===== config.mk =====
export PLATFORM = sky130hd
export DESIGN_NAME = hwl_loop_seq
export DESIGN_NICKNAME = d
export VERILOG_FILES = /design/src/rtl/hwl_pkg.sv /design/src/rtl/hwl_stack.sv /design/src/rtl/hwl_match.sv /design/src/rtl/hwl_loop_seq.sv
export SDC_FILE = /design/constraint.sdc
export NUM_CORES = 1
export LEC_CHECK = 0
export BUFFER_PORTS_ARGS = -buffer_cell sky130_fd_sc_hd__buf_2
export CAP_MARGIN = 10
export CORE_MARGIN = 2
export CORE_UTILIZATION = 63
export CTS_CLUSTER_SIZE = 10
export DETAILED_ROUTE_END_ITERATION = 10
export PLACE_DENSITY = 0.86
export RECOVER_POWER = 50
export SLEW_MARGIN = 20
export SYNTH_ARGS = -nofsm -noshare
export SYNTH_HDL_FRONTEND = slang
export SYNTH_SLANG_ARGS = --single-unit

===== constraint.sdc =====
create_clock -name clk -period 8 [get_ports clk]
set_clock_uncertainty 0.15 [all_clocks]
set_input_delay 0.4 -clock clk [delete_from_list [all_inputs] [get_ports clk]]
set_output_delay 0.4 -clock clk [all_outputs]
set_load 0.02 [all_outputs]

===== src/rtl/hwl_pkg.sv =====
package hwl_pkg;

  // Stack operation chosen by the decision logic for the coming clock edge
  typedef enum logic [2:0] {
    OP_NONE,     // no change
    OP_PUSH,     // arm a new level
    OP_DEC,      // loop back, one pass used
    OP_POP,      // innermost level retires
    OP_POP_DEC,  // inner retires, outer loops back on the shared end
    OP_POP2      // inner and outer retire together on the shared end
  } hwl_op_e;

endpackage


===== src/rtl/hwl_stack.sv =====
module hwl_stack
  import hwl_pkg::*;
#(
  parameter int ADDR_W = 16,
  parameter int CNT_W  = 12,
  parameter int DEPTH  = 2,
  localparam int LVL_W = $clog2(DEPTH + 1),
  localparam int IDX_W = (DEPTH > 1) ? $clog2(DEPTH) : 1
) (
  input  logic              clk,
  input  logic              rst_n,
  input  hwl_op_e           op,
  input  logic [ADDR_W-1:0] push_start,
  input  logic [ADDR_W-1:0] push_end,
  input  logic [CNT_W-1:0]  push_cnt,
  output logic [ADDR_W-1:0] top_start,
  output logic [ADDR_W-1:0] top_end,
  output logic [CNT_W-1:0]  top_cnt,
  output logic [ADDR_W-1:0] nxt_start,
  output logic [ADDR_W-1:0] nxt_end,
  output logic [CNT_W-1:0]  nxt_cnt,
  output logic [LVL_W-1:0]  lvl,
  output logic              has_top,
  output logic              has_below,
  output logic              full
);

  function automatic logic [CNT_W-1:0] cnt_minus1(input logic [CNT_W-1:0] c);
    return c - CNT_W'(1);
  endfunction

  function automatic logic [IDX_W-1:0] lvl_to_idx(input logic [LVL_W-1:0] l);
    return IDX_W'(l);
  endfunction

  logic [LVL_W-1:0]  lvl_q;
  logic [IDX_W-1:0]  top_idx;
  logic [IDX_W-1:0]  below_idx;
  logic [ADDR_W-1:0] st_w  [DEPTH];
  logic [ADDR_W-1:0] en_w  [DEPTH];
  logic [CNT_W-1:0]  cn_w  [DEPTH];

  assign top_idx   = lvl_to_idx(lvl_q - LVL_W'(1));
  assign below_idx = lvl_to_idx(lvl_q - LVL_W'(2));

  // One storage slot per nesting level
  for (genvar i = 0; i < DEPTH; i++) begin : g_slot
    logic [ADDR_W-1:0] s_q;
    logic [ADDR_W-1:0] e_q;
    logic [CNT_W-1:0]  c_q;

    always_ff @(posedge clk or negedge rst_n) begin
      if (!rst_n) begin
        s_q <= '0;
        e_q <= '0;
        c_q <= '0;
      end else begin
        if (op == OP_PUSH && lvl_q == LVL_W'(i)) begin
          s_q <= push_start;
          e_q <= push_end;
          c_q <= push_cnt;
        end
        if (op == OP_DEC && top_idx == IDX_W'(i)) begin
          c_q <= cnt_minus1(c_q);
        end
        if (op == OP_POP_DEC && below_idx == IDX_W'(i)) begin
          c_q <= cnt_minus1(c_q);
        end
      end
    end

    assign st_w[i] = s_q;
    assign en_w[i] = e_q;
    assign cn_w[i] = c_q;
  end

  always_ff @(posedge clk or negedge rst_n) begin
    if (!rst_n) begin
      lvl_q <= '0;
    end else begin
      unique case (op)
        OP_PUSH:            lvl_q <= lvl_q + LVL_W'(1);
        OP_POP, OP_POP_DEC: lvl_q <= lvl_q - LVL_W'(1);
        OP_POP2:            lvl_q <= lvl_q - LVL_W'(2);
        default:            lvl_q <= lvl_q;
      endcase
    end
  end

  assign top_start = st_w[top_idx];
  assign top_end   = en_w[top_idx];
  assign top_cnt   = cn_w[top_idx];
  assign nxt_start = st_w[below_idx];
  assign nxt_end   = en_w[below_idx];
  assign nxt_cnt   = cn_w[below_idx];
  assign lvl       = lvl_q;
  assign has_top   = (lvl_q != '0);
  assign has_below = (lvl_q >= LVL_W'(2));
  assign full      = (lvl_q == LVL_W'(DEPTH));


  lvl_bound_chk: assert property (@(posedge clk) disable iff (!rst_n)
    lvl_q <= LVL_W'(DEPTH));


  dec_step_chk: assert property (@(posedge clk) disable iff (!rst_n)
    (op == OP_DEC) |=> (top_cnt == $past(top_cnt) - CNT_W'(1)));


  live_cnt_chk: assert property (@(posedge clk) disable iff (!rst_n)
    has_top |-> (top_cnt != '0));


  push_save_chk: assert property (@(posedge clk) disable iff (!rst_n)
    (op == OP_PUSH && has_top) |=> (nxt_cnt == $past(top_cnt) && nxt_start == $past(top_start)));

endmodule


===== src/rtl/hwl_match.sv =====
module hwl_match
  import hwl_pkg::*;
#(
  parameter int ADDR_W = 16,
  parameter int CNT_W  = 12
) (
  input  logic              setup_vld,
  input  logic [ADDR_W-1:0] setup_start,
  input  logic [ADDR_W-1:0] setup_end,
  input  logic [CNT_W-1:0]  setup_count,
  input  logic [ADDR_W-1:0] fetch_pc,
  input  logic              has_top,
  input  logic              has_below,
  input  logic              full,
  input  logic [ADDR_W-1:0] top_start,
  input  logic [ADDR_W-1:0] top_end,
  input  logic [CNT_W-1:0]  top_cnt,
  input  logic [ADDR_W-1:0] nxt_start,
  input  logic [ADDR_W-1:0] nxt_end,
  input  logic [CNT_W-1:0]  nxt_cnt,
  output hwl_op_e           op,
  output logic              redirect,
  output logic [ADDR_W-1:0] target,
  output logic              at_end,
  output logic              last_pass,
  output logic              shared_end
);

  function automatic logic is_final(input logic [CNT_W-1:0] c);
    return c == CNT_W'(1);
  endfunction

  function automatic logic has_more(input logic [CNT_W-1:0] c);
    return c > CNT_W'(1);
  endfunction

  function automatic logic [ADDR_W-1:0] after(input logic [ADDR_W-1:0] a);
    return a + ADDR_W'(1);
  endfunction

  // Named events, brought out for the checks in the top level
  assign at_end     = has_top && (fetch_pc == top_end);
  assign last_pass  = at_end && is_final(top_cnt);
  assign shared_end = last_pass && has_below && (nxt_end == fetch_pc);

  always_comb begin
    op       = OP_NONE;
    redirect = 1'b0;
    target   = top_start;
    if (setup_vld) begin
      if (setup_count == '0) begin
        redirect = 1'b1;
        target   = after(setup_end);
      end else if (!full) begin
        op       = OP_PUSH;
        redirect = 1'b1;
        target   = setup_start;
      end
    end else if (at_end) begin
      if (!last_pass) begin
        op       = OP_DEC;
        redirect = 1'b1;
        target   = top_start;
      end else if (shared_end) begin
        if (has_more(nxt_cnt)) begin
          op       = OP_POP_DEC;
          redirect = 1'b1;
          target   = nxt_start;
        end else begin
          op = OP_POP2;
        end
      end else begin
        op = OP_POP;
      end
    end
  end

endmodule


===== src/rtl/hwl_loop_seq.sv =====
module hwl_loop_seq
  import hwl_pkg::*;
#(
  parameter int ADDR_W = 16,
  parameter int CNT_W  = 12,
  parameter int DEPTH  = 2,
  localparam int LVL_W = $clog2(DEPTH + 1)
) (
  input  logic              clk,
  input  logic              rst_n,
  input  logic              setup_vld,
  input  logic [ADDR_W-1:0] setup_start,
  input  logic [ADDR_W-1:0] setup_end,
  input  logic [CNT_W-1:0]  setup_count,
  input  logic [ADDR_W-1:0] fetch_pc,
  output logic              pc_redirect,
  output logic [ADDR_W-1:0] pc_target,
  output logic              loop_active
);

  hwl_op_e           op;
  logic [ADDR_W-1:0] top_start, top_end, nxt_start, nxt_end;
  logic [CNT_W-1:0]  top_cnt, nxt_cnt;
  logic [LVL_W-1:0]  lvl;
  logic              has_top, has_below, full;
  logic              at_end, last_pass, shared_end;

  hwl_stack #(.ADDR_W(ADDR_W), .CNT_W(CNT_W), .DEPTH(DEPTH)) u_stack (
    .clk       (clk),
    .rst_n     (rst_n),
    .op        (op),
    .push_start(setup_start),
    .push_end  (setup_end),
    .push_cnt  (setup_count),
    .top_start (top_start),
    .top_end   (top_end),
    .top_cnt   (top_cnt),
    .nxt_start (nxt_start),
    .nxt_end   (nxt_end),
    .nxt_cnt   (nxt_cnt),
    .lvl       (lvl),
    .has_top   (has_top),
    .has_below (has_below),
    .full      (full)
  );

  hwl_match #(.ADDR_W(ADDR_W), .CNT_W(CNT_W)) u_match (
    .setup_vld  (setup_vld),
    .setup_start(setup_start),
    .setup_end  (setup_end),
    .setup_count(setup_count),
    .fetch_pc   (fetch_pc),
    .has_top    (has_top),
    .has_below  (has_below),
    .full       (full),
    .top_start  (top_start),
    .top_end    (top_end),
    .top_cnt    (top_cnt),
    .nxt_start  (nxt_start),
    .nxt_end    (nxt_end),
    .nxt_cnt    (nxt_cnt),
    .op         (op),
    .redirect   (pc_redirect),
    .target     (pc_target),
    .at_end     (at_end),
    .last_pass  (last_pass),
    .shared_end (shared_end)
  );

  assign loop_active = has_top;


  idle_quiet_chk: assert property (@(posedge clk) disable iff (!rst_n)
    (!loop_active && !setup_vld) |-> !pc_redirect);


  loopback_live_chk: assert property (@(posedge clk) disable iff (!rst_n)
    (at_end && !last_pass && !setup_vld) |=> loop_active);


  final_drop_chk: assert property (@(posedge clk) disable iff (!rst_n)
    (last_pass && !setup_vld && lvl == LVL_W'(1)) |=> !loop_active);


  zero_skip_chk: assert property (@(posedge clk) disable iff (!rst_n)
    (setup_vld && setup_count == '0) |=> $stable(lvl));


  shared_pop_chk: assert property (@(posedge clk) disable iff (!rst_n)
    (shared_end && !setup_vld) |=> (lvl < $past(lvl)));


  full_ignore_chk: assert property (@(posedge clk) disable iff (!rst_n)
    (setup_vld && full && setup_count != '0) |=> $stable(lvl));

endmodule


# Yosys cells after proc, flatten, opt, wreduce, memory -nomap -nowiden
# Cells that the tools add are included.
[word_totals] ff_bits=90 input_bits=63 out_inout_bits=18 word_cells=94
[op_classes] n_addsub=6 n_lt_le_gt_ge=4 n_eq_ne=10 mux=46 bitwise_logic=4 n_reduce_logical=17
[ops] op="$mux 16" count=19
[ops] op="$mux 12" count=12
[ops] op="$eq 16x16->1" count=2
[ops] op="$sub 12x1->12 const B" count=2
[ops] op="$add 16x1->16 const B" count=1
[ops] op="$mux 3" count=5
[ops] op="$eq 12x1->1 const B" count=1
[ops] op="$gt 12x1->1 const B" count=1
[ops] op="$logic_not 12->1" count=1
[ops] op="$logic_and 1x1->1" count=10
[ops] op="$mux 1" count=9
[ops] op="$reduce_bool 3->1" count=3
[ops] op="$eq 3x2->1 const B" count=2
[ops] op="$eq 3x3->1 const B" count=2
[ops] op="$ge 2x2->1 const B" count=3
[ops] op="$pmux 2 s3" count=1
[ops] op="$not 1->2" count=2
[ops] op="$eq 3x1->1 const B" count=1
[ops] op="$add 2x1->2 const B" count=1
[ops] op="$eq 2x1->1 const B" count=1
[ops] op="$eq 2x2->1 const B" count=1
[ops] op="$logic_not 2->1" count=1
[ops] op="$not 1->1" count=2
[ops] op="$reduce_bool 2->1" count=1
[ops] op="3 further kinds" count=3

# Longest topological paths before layout
# Gate-level depths: netlist of run 1.
[depth] word_depth=19 mapped_depth=16

# By module
# A second synthesis of run 1 with hierarchy kept.
[hier_totals] hier_cells=813 hier_area_um2=6961.7
[by_module_without_submodules] module="hwl_stack" instances=1 cells_each=559 area_per_inst_um2=5141.2 seq_area_each_um2=2252.2
[by_module_without_submodules] module="hwl_match" instances=1 cells_each=254 area_per_inst_um2=1820.5 seq_area_each_um2=0.0

# Worst setup path after synthesis of run 1
# No wires, ideal clock.
[synth_path] path_kind="flip-flop to output port" startpoint="register u_stack.lvl_q[0], in the netlist u_stack.lvl[0]" endpoint="output pc_target[10]" arrival_time_ps=3288 required_time_ps=7450 slack_ps=4162 path_stages_with_launch=15 n_path_buf=4 cell_sequence="dfrtp_1 -> buf_6 -> buf_12 -> buf_2 -> inv_1 -> ha_1 -> inv_1 -> o21ai_0 -> a21oi_1 -> nand4_1 -> nor4_1 -> xnor2_1 -> buf_4 -> mux2i_1 -> o21ai_0"
[synth_between] elab_cells_between_ends=40 cone_classes="add/sub: 2; order compare: 2; eq/ne: 4; mux: 25; bitwise: 2; reduce/logical: 5"
[synth_lines] element="start: declaration" line="hwl_stack.sv:36" rtl="logic [LVL_W-1:0] lvl_q;"
[synth_lines] element="start signal: assignment" line="hwl_stack.sv:82" rtl="OP_PUSH: lvl_q <= lvl_q + LVL_W'(1);"
[synth_lines] element="start signal: assignment" line="hwl_stack.sv:83" rtl="OP_POP, OP_POP_DEC: lvl_q <= lvl_q - LVL_W'(1);"
[synth_lines] element="start signal: assignment" line="hwl_stack.sv:84" rtl="OP_POP2: lvl_q <= lvl_q - LVL_W'(2);"
[synth_lines] element="$reduce_bool 2->1 *" line="hwl_stack.sv:97" rtl="assign has_top = (lvl_q != '0);"
[synth_lines] element="named net loop_active" line="hwl_loop_seq.sv:18" rtl="output logic loop_active"
[synth_lines] element="$logic_and 1x1->1 *" line="hwl_match.sv:42" rtl="assign at_end = has_top && (fetch_pc == top_end);"
[synth_lines] element="$logic_and 1x1->1" line="hwl_match.sv:43" rtl="assign last_pass = at_end && is_final(top_cnt);"
[synth_lines] element="$logic_and 1x1->1 (2 in a row)" line="hwl_match.sv:44" rtl="assign shared_end = last_pass && has_below && (nxt_end == fetch_pc);"
[synth_lines] element="$mux 16" line="hwl_match.sv:64" rtl="end else if (shared_end) begin"
[synth_lines] element="$mux 16" line="hwl_match.sv:60" rtl="if (!last_pass) begin"
[synth_lines] element="$mux 16 *" line="hwl_match.sv:59" rtl="end else if (at_end) begin"
[synth_lines] element="$mux 16 *" line="hwl_match.sv:50" rtl="if (setup_vld) begin"
[synth_lines] element="end: declaration" line="hwl_loop_seq.sv:17" rtl="output logic [ADDR_W-1:0] pc_target,"
# Mark *: on every way through the listed nets, which the timed path passes. The rest lies on a longest branch. The select of a mux whose other input is x is not followed.

==> flow_metrics.py, run 1 <==
metrics = {
    "layout": {
        "seqCellArea_um2": 2250,
        "nFillCells": 718,
        "multi_input_area_um2": 3420,
        "mostFrequentLayoutCells": "nand2_1 (243), dfrtp_1 (89), buf_2 (78)",
        "post-route-util": 0.705,
        "num_antenna_cells": 0,
        "final_common_cell": "nand2_1",
        "num-nets-final": 853,
        "syn_to_final_growth_pct": 9.53,
        "layoutNonFillerInstCount": 900,
        "drive_above_1_share": 0.142,
    },
    "synthesis": {
        "ys_seq_elements": 90,
        "syn_inst": 725,
        "syn_nets": 794,
        "synth.distinct_cells": 49,
        "ys_seq_area_frac": 0.380,
        "ys.flop_type": "dfrtp_1",
        "yosysTopAreaCell": "dfrtp_1",
        "synth_top_cell_area_share": 0.380,
        "yosys_warnings": 0,
        "synth_area_leaders": "dfrtp_1 (38%), nand2_1 (15%), mux2i_1 (11%), xnor2_1 (4.9%), o21ai_0 (4.7%)",
        "syn_area_um2": 5920,
        "synth_edf_count": 0,
        "async_reset_ff_frac": 1.00,
        "synth_area_per_cell_um2": 8.16,
    },
    "power_and_ir_drop": {
        "ir_drop_mv": 0.207,
        "powerDensity_nw_per_um2": 358,
        "fin_total_pwr_mw": 2.32,
        "p_leak_nw": 3.15,
    },
    "clock_tree": {
        "cts_tree": "built",
        "cts_made_buffers": 9,
        "htreeDepth": 3,
        "cts-root-buf": "clkbuf_8",
        "clk_pin_slew_ns": 0.09,
        "post_cts_resized": 0,
        "cts_buffer_depth": 2,
        "cts_setup_buffers": 0,
        "cts_sinks": 90,
        "clkLatencyLatePin_ns": 0.37,
    },
    "routing": {
        "ant_nets": 0,
        "drtPass1Iterations": 5,
        "post_drt_via_cell_ratio": 6.17,
        "routed_wl_um": 15900,
        "drcViolationCount": 0,
        "vias": 5554,
        "drtIter0Drc": 438,
        "wire_per_inst_um": 17.6,
    },
    "placement": {
        "dp.cells": 883,
        "io_buffers": 80,
        "dp_hpwl_um": 11000,
        "gp_congestion": 0.875,
    },
    "critical_path": {
        "arrival_ns": 4.55,
        "cp-end-kind": "asynchronous set/reset pin",
        "rr_startpoint": "u_stack.lvl[0]",
        "critPathLaunch": "rst_n",
        "crit_required_ns": 7.60,
        "path_class": "primary input to asynchronous set/reset pin",
        "startpoint_type": "primary input",
        "path_max_fanout": 48,
    },
    "die": {
        "die_w_um": 101,
        "initial_core_util": 0.644,
        "coreArea_um2": 9200,
        "fp.dieH_um": 101,
        "rows": 35,
        "die_area_um2": 10200,
        "io_pins": 81,
    },
    "status": {
        "status": "finished with violations",
        "violations": "max-capacitance violations, max-slew violations",
    },
    "worst_hold_path": {
        "hp-start": "setup_start[1]",
        "hold_path_class": "primary input to flip-flop",
    },
    "sta": {
        "fmax_mhz": 202,
        "rsz0062_at_grt": "no",
        "slew_violations": 128,
        "tightestPinTransition_ns": 2.57,
        "min_period_ns": 4.95,
        "setup_viol": 0,
        "relSlewSlack": -0.712,
        "tns_ns": 0,
        "timing.hold.ws_ns": 0.0947,
        "hold_viol_final": 0,
        "timing.final.crit_share": 0.619,
    },
    "grt": {
        "grt_util_all_layers": 0.322,
        "antenna_found_initial": 0,
        "grt_max_degree": 55,
        "grt_pass1_vias": 5386,
        "grt_overflow": 0,
        "grt_pass1_wl_um": 25900,
    },
    "job": {
        "cap_violations": 3,
    },
}
-- report_power, final --
group | internal, mW | total (mW) | switching [mW]
combinational | 0.498 | 1.18 | 0.679
sequential | 0.663 | 0.862 | 0.200
clock | 0.114 | 0.285 | 0.171
total | 1.27 | 2.32 | 1.05
-- critical path, cell delays in order --
cell	delay [ns]
dlygate4sd3_1	0.52
clkbuf_1	1.66
clkbuf_1	1.93
-- what timing repair did --
item / 4_1_cts / 5_1_grt
endpoints found under the setup margin: 0 / 0
hold buffers: 1 / 0
endpoints found under the hold margin: 42 / 0
-- final timing paths --
| path | end | cells after the start | slack, ns |
|---|---|---|---|
| max in group clk | pc_target[0] | 11 | 3.34 |
| worst min-delay path | u_stack.g_slot[0].s_q[1] | 3 | 0.09 |
| worst max register to register | u_stack.g_slot[1].c_q[7] | 9 | 3.88 |
| min in group asynchronous | u_stack.g_slot[0].e_q[15] | 2 | 1.13 |
| worst max-delay path | u_stack.lvl[0] | 3 | 3.05 |
| worst min register to register | u_stack.g_slot[0].s_q[11] | 2 | 0.36 |
-- logic make-up (layout without fill, tap and decap cells) --
| logic type | count (synthesis) | in the layout | synth area share |
|---|---|---|---|
| AO/OA/AOI/OAI | 120 | 120 | 0.128 |
| XOR/XNOR | 47 | 47 | 0.0695 |
| adder cells (fa/ha/maj) | 6 | 6 | 0.0127 |
| buffers and inverters | 53 | 117 | 0.0438 |
| flip-flops | 90 | 90 | 0.380 |
| multiplexers | 69 | 69 | 0.117 |
| AND/OR/NAND/NOR | 340 | 340 | 0.249 |
-- Yosys cell counts, drive strengths merged, types with 2 or more instances --
master / count
o211ai: 14
and3: 5
a31oi: 2
o31ai: 3
and2: 5
nor4: 14
or2: 6
dfrtp: 90
a21oi: 16
mux2: 2
o22ai: 4
mux2i: 67
or4: 6
a21o: 5
xor2: 14
nand2b: 2
ha: 6
xnor2: 33
nand4: 4
clkbuf: 26
o221ai: 2
buf: 15
nor3: 9
a221o: 12
nand2: 243
nand3: 12
inv: 12
or3: 8
nor2: 22
o21ai: 55
-- layer usage --
layer  vias to the layer above  share of wire  GRT usage
li1                       2599              -          -
met5                         -              0          0
met4                         0          0.020      0.120
met1                      2628           0.42      0.430
met2                       293           0.47      0.521
met3                        34          0.092     0.0638
-- sequential cells by signal, indices dropped and copies added, names as in the netlist --
name,cells
u_stack.lvl,2
u_stack.g_slot.c_q,24
u_stack.g_slot.s_q,32
u_stack.g_slot.e_q,32
-- per-stage QoR --
step,area [µm²],setup slack [ns]
after floorplan,5920,4.16
after global placement,6320,3.92
after detailed placement,6320,3.83
after CTS,6500,3.38
after global routing,6480,2.20
final,6480,3.05
-- area by class of cell --
| type | count | area share |
|---|---|---|
| Sequential cell | 90 | 0.348 |
| Tap cell | 111 | 0.0214 |
| Clock buffer | 10 | 0.0197 |
| Timing Repair Buffer | 89 | 0.0710 |
| Multi-Input combinational cell | 582 | 0.527 |
| Inverter | 12 | 0.00695 |
| Clock inverter | 6 | 0.00618 |
Note: power is estimated with default switching activity, not from simulation.
==> run 2, diff against run 1 <==
- CORE_UTILIZATION: 63 -> 53
- PLACE_DENSITY: 0.86 -> 0.77
- clock period: 8 -> 3.96 ns (I/O delays scaled with it)
==> run 2 against run 1 <==
The run still ends with max-capacitance violations, max-slew violations left. Global-route usage is 1.9 points lower. Clock power grew to 2.5 times the previous value. Wire length is 6.0% higher. Critical path depth is 8 higher. Sequential power is 110% higher. Register-to-register slack worse by 3.7 ns. Sequential share of layout area is 3.0 points lower. Core utilization is 5.3 points lower. Total power is 110% higher. Count of clock-buffer cells in the layout is 2 higher. Sequential cell count stayed put. Critical path type is now flip-flop to flip-flop.
==> flow_metrics.py, run 2 (synthesized netlist as in run 1, its figures left out) <==
metrics = {
    "status": {
        "status": "finished with violations",
        "violations": "max-capacitance violations, max-slew violations",
    },
    "die": {
        "fp.dieH_um": 110,
        "die_w_um": 110,
        "die_area_um2": 12000,
        "io_pins": 81,
        "coreArea_um2": 10900,
        "rows": 38,
        "initial_core_util": 0.544,
    },
    "routing": {
        "drtPass1Iterations": 6,
        "ant_nets": 0,
        "wire_per_inst_um": 17.2,
        "drcViolationCount": 0,
        "vias": 5723,
        "post_drt_via_cell_ratio": 5.84,
        "routed_wl_um": 16800,
        "drtIter0Drc": 444,
    },
    "placement": {
        "dp_hpwl_um": 11400,
        "gp_congestion": 0.896,
        "placed_area_um2": 6420,
        "dp.cells": 918,
        "io_buffers": 80,
    },
    "sta": {
        "setup_viol": 0,
        "fmax_mhz": 262,
        "timing.final.crit_share": 0.963,
        "tns_ns": 0,
        "relSlewSlack": -0.115,
        "hold_viol_final": 0,
        "rsz0062_at_grt": "no",
        "tightestPinTransition_ns": 1.67,
        "slew_violations": 67,
        "min_period_ns": 3.81,
    },
    "power_and_ir_drop": {
        "fin_total_pwr_mw": 4.94,
        "intPower_mw": 2.79,
        "pwr-share-comb": 0.497,
        "power_frac_seq": 0.358,
        "powerDensity_nw_per_um2": 695,
        "switching_share": 0.434,
        "ir_drop_mv": 0.347,
        "p_leak_nw": 3.42,
        "p_sw_mw": 2.14,
        "power_frac_clock": 0.145,
    },
    "grt": {
        "antenna_found_initial": 0,
        "grt_util_all_layers": 0.302,
        "grt_pass1_vias": 5572,
        "grt_max_degree": 67,
        "grt_overflow": 0,
        "grt_pass1_wl_um": 28100,
    },
    "critical_path": {
        "cpMostUsedCell": "buf_4",
        "crit_required_ns": 4.07,
        "slowest_stage": "dfrtp_4",
        "crit_buf_inv": 3,
        "path_max_fanout": 17,
        "startpoint_type": "flip-flop",
        "crit_chain": "buf_12 > mux2i_1 > xnor2_1 > nor4_1 > nand4_1 > buf_4 > or3_1 > or2_1 > buf_4 > mux2_2 > a221o_1",
        "cp-end-kind": "flip-flop",
        "path_delay_family": "simple AND/OR/NAND/NOR gates",
        "arrival_ns": 3.92,
        "max_stage_delay_ns": 0.54,
        "path_class": "flip-flop to flip-flop",
    },
    "layout": {
        "num_antenna_cells": 0,
        "mostFrequentLayoutCells": "nand2_1 (243), dfrtp_1 (89), buf_2 (79)",
        "drive_above_1_share": 0.148,
        "num-nets-final": 904,
        "layoutNonFillerInstCount": 980,
        "final_common_cell": "nand2_1",
        "top_regs": "u_stack.g_slot.e_q x32, u_stack.g_slot.s_q x32, u_stack.g_slot.c_q x24",
        "stdcell_area_um2": 7100,
        "syn_to_final_growth_pct": 20.0,
    },
    "clock_tree": {
        "cts_made_buffers": 9,
        "cts_buffer_depth": 2,
        "clk_pin_slew_ns": 0.09,
        "clkLatencyLatePin_ns": 0.37,
        "htreeDepth": 3,
        "cts_sinks": 90,
        "cts-root-buf": "clkbuf_8",
        "cts_tree": "built",
    },
    "worst_hold_path": {
        "hold_path_class": "primary input to flip-flop",
    },
    "job": {
        "cap_violations": 1,
    },
}
## run 2: cell types whose count changed in the layout (fill, tap and decap cells not counted), moves of 2 or more
cell | previous run | this run
clkbuf_1 | 5 | 3
buf_12 | 0 | 2
dlygate4sd3_1 | 1 | 42
clkbuf_2 | 0 | 4
bufinv_16 | 0 | 2
buf_4 | 6 | 11
inv_6 | 2 | 0
clkinv_2 | 3 | 0
## run 2: power by group through the flow
stage	registers [mW]	clock network [mW]	logic, mW
5_1_grt	1.82	0.766	2.73
3_3_place_gp	1.76	0	2.26
2_1_floorplan	1.62	0	1.89
6_report	1.77	0.715	2.46
3_5_place_dp	1.78	0	2.35
4_1_cts	1.75	0.727	2.43
## run 2: timing repair
action	in CTS	in global routing
hold endpoints to repair	144	0
endpoints found under the setup margin	16	16
hold buffers	42	0
gates cloned	0	0
gates resized for setup	2	3
buffers inserted	1	3
pin swaps	0	2
## run 2: per-layer routing
metal / routed length, µm / global-route usage
met5: 0 / 0
met4: 411 / 0.113
met3: 1130 / 0.0516
met2: 7860 / 0.485
met1: 7410 / 0.411
## run 2: tightest hold or removal path: stages
cell     delay (ns)
buf_2          0.08
inv_1          0.10
o21ai_0        0.16
## run 2: path summary, 6_finish.rpt
check	start	endpoint	slack, ns	cells past startpoint
max in group asynchronous	rst_n	u_stack.g_slot[0].s_q[14]	0.96	3
setup / recovery	u_stack.lvl[0]	u_stack.g_slot[1].c_q[8]	0.15	11
hold / removal	setup_end[14]	u_stack.g_slot[0].e_q[14]	0.05	3
min in group asynchronous	rst_n	u_stack.g_slot[0].e_q[12]	0.63	2
hold reg to reg	u_stack.g_slot[1].e_q[8]	u_stack.g_slot[1].e_q[8]	0.36	2
setup reg to reg	u_stack.lvl[0]	u_stack.g_slot[1].c_q[8]	0.15	11
## run 2: layout make-up
class | instances | area [µm²]
clock buffer | 12 | 145
clock inverter | 4 | 75.1
fill | 909 | 3780
inverter | 12 | 45.0
multi-input combinational | 582 | 3430
sequential | 90 | 2260
tap | 140 | 175
timing repair buffer | 140 | 977
## run 2: metrics by stage
step | hold slack [ns] | utilization | worst slack [ns]
final | 0.0481 | 0.652 | 0.148
after global routing | 0.0713 | 0.652 | 0.0192
after CTS | 0.0368 | 0.650 | 0.0419
after detailed placement | 0.224 | 0.590 | 0.177
after global placement | 0.208 | 0.590 | 0.232
after floorplan | -0.248 | - | 0.324
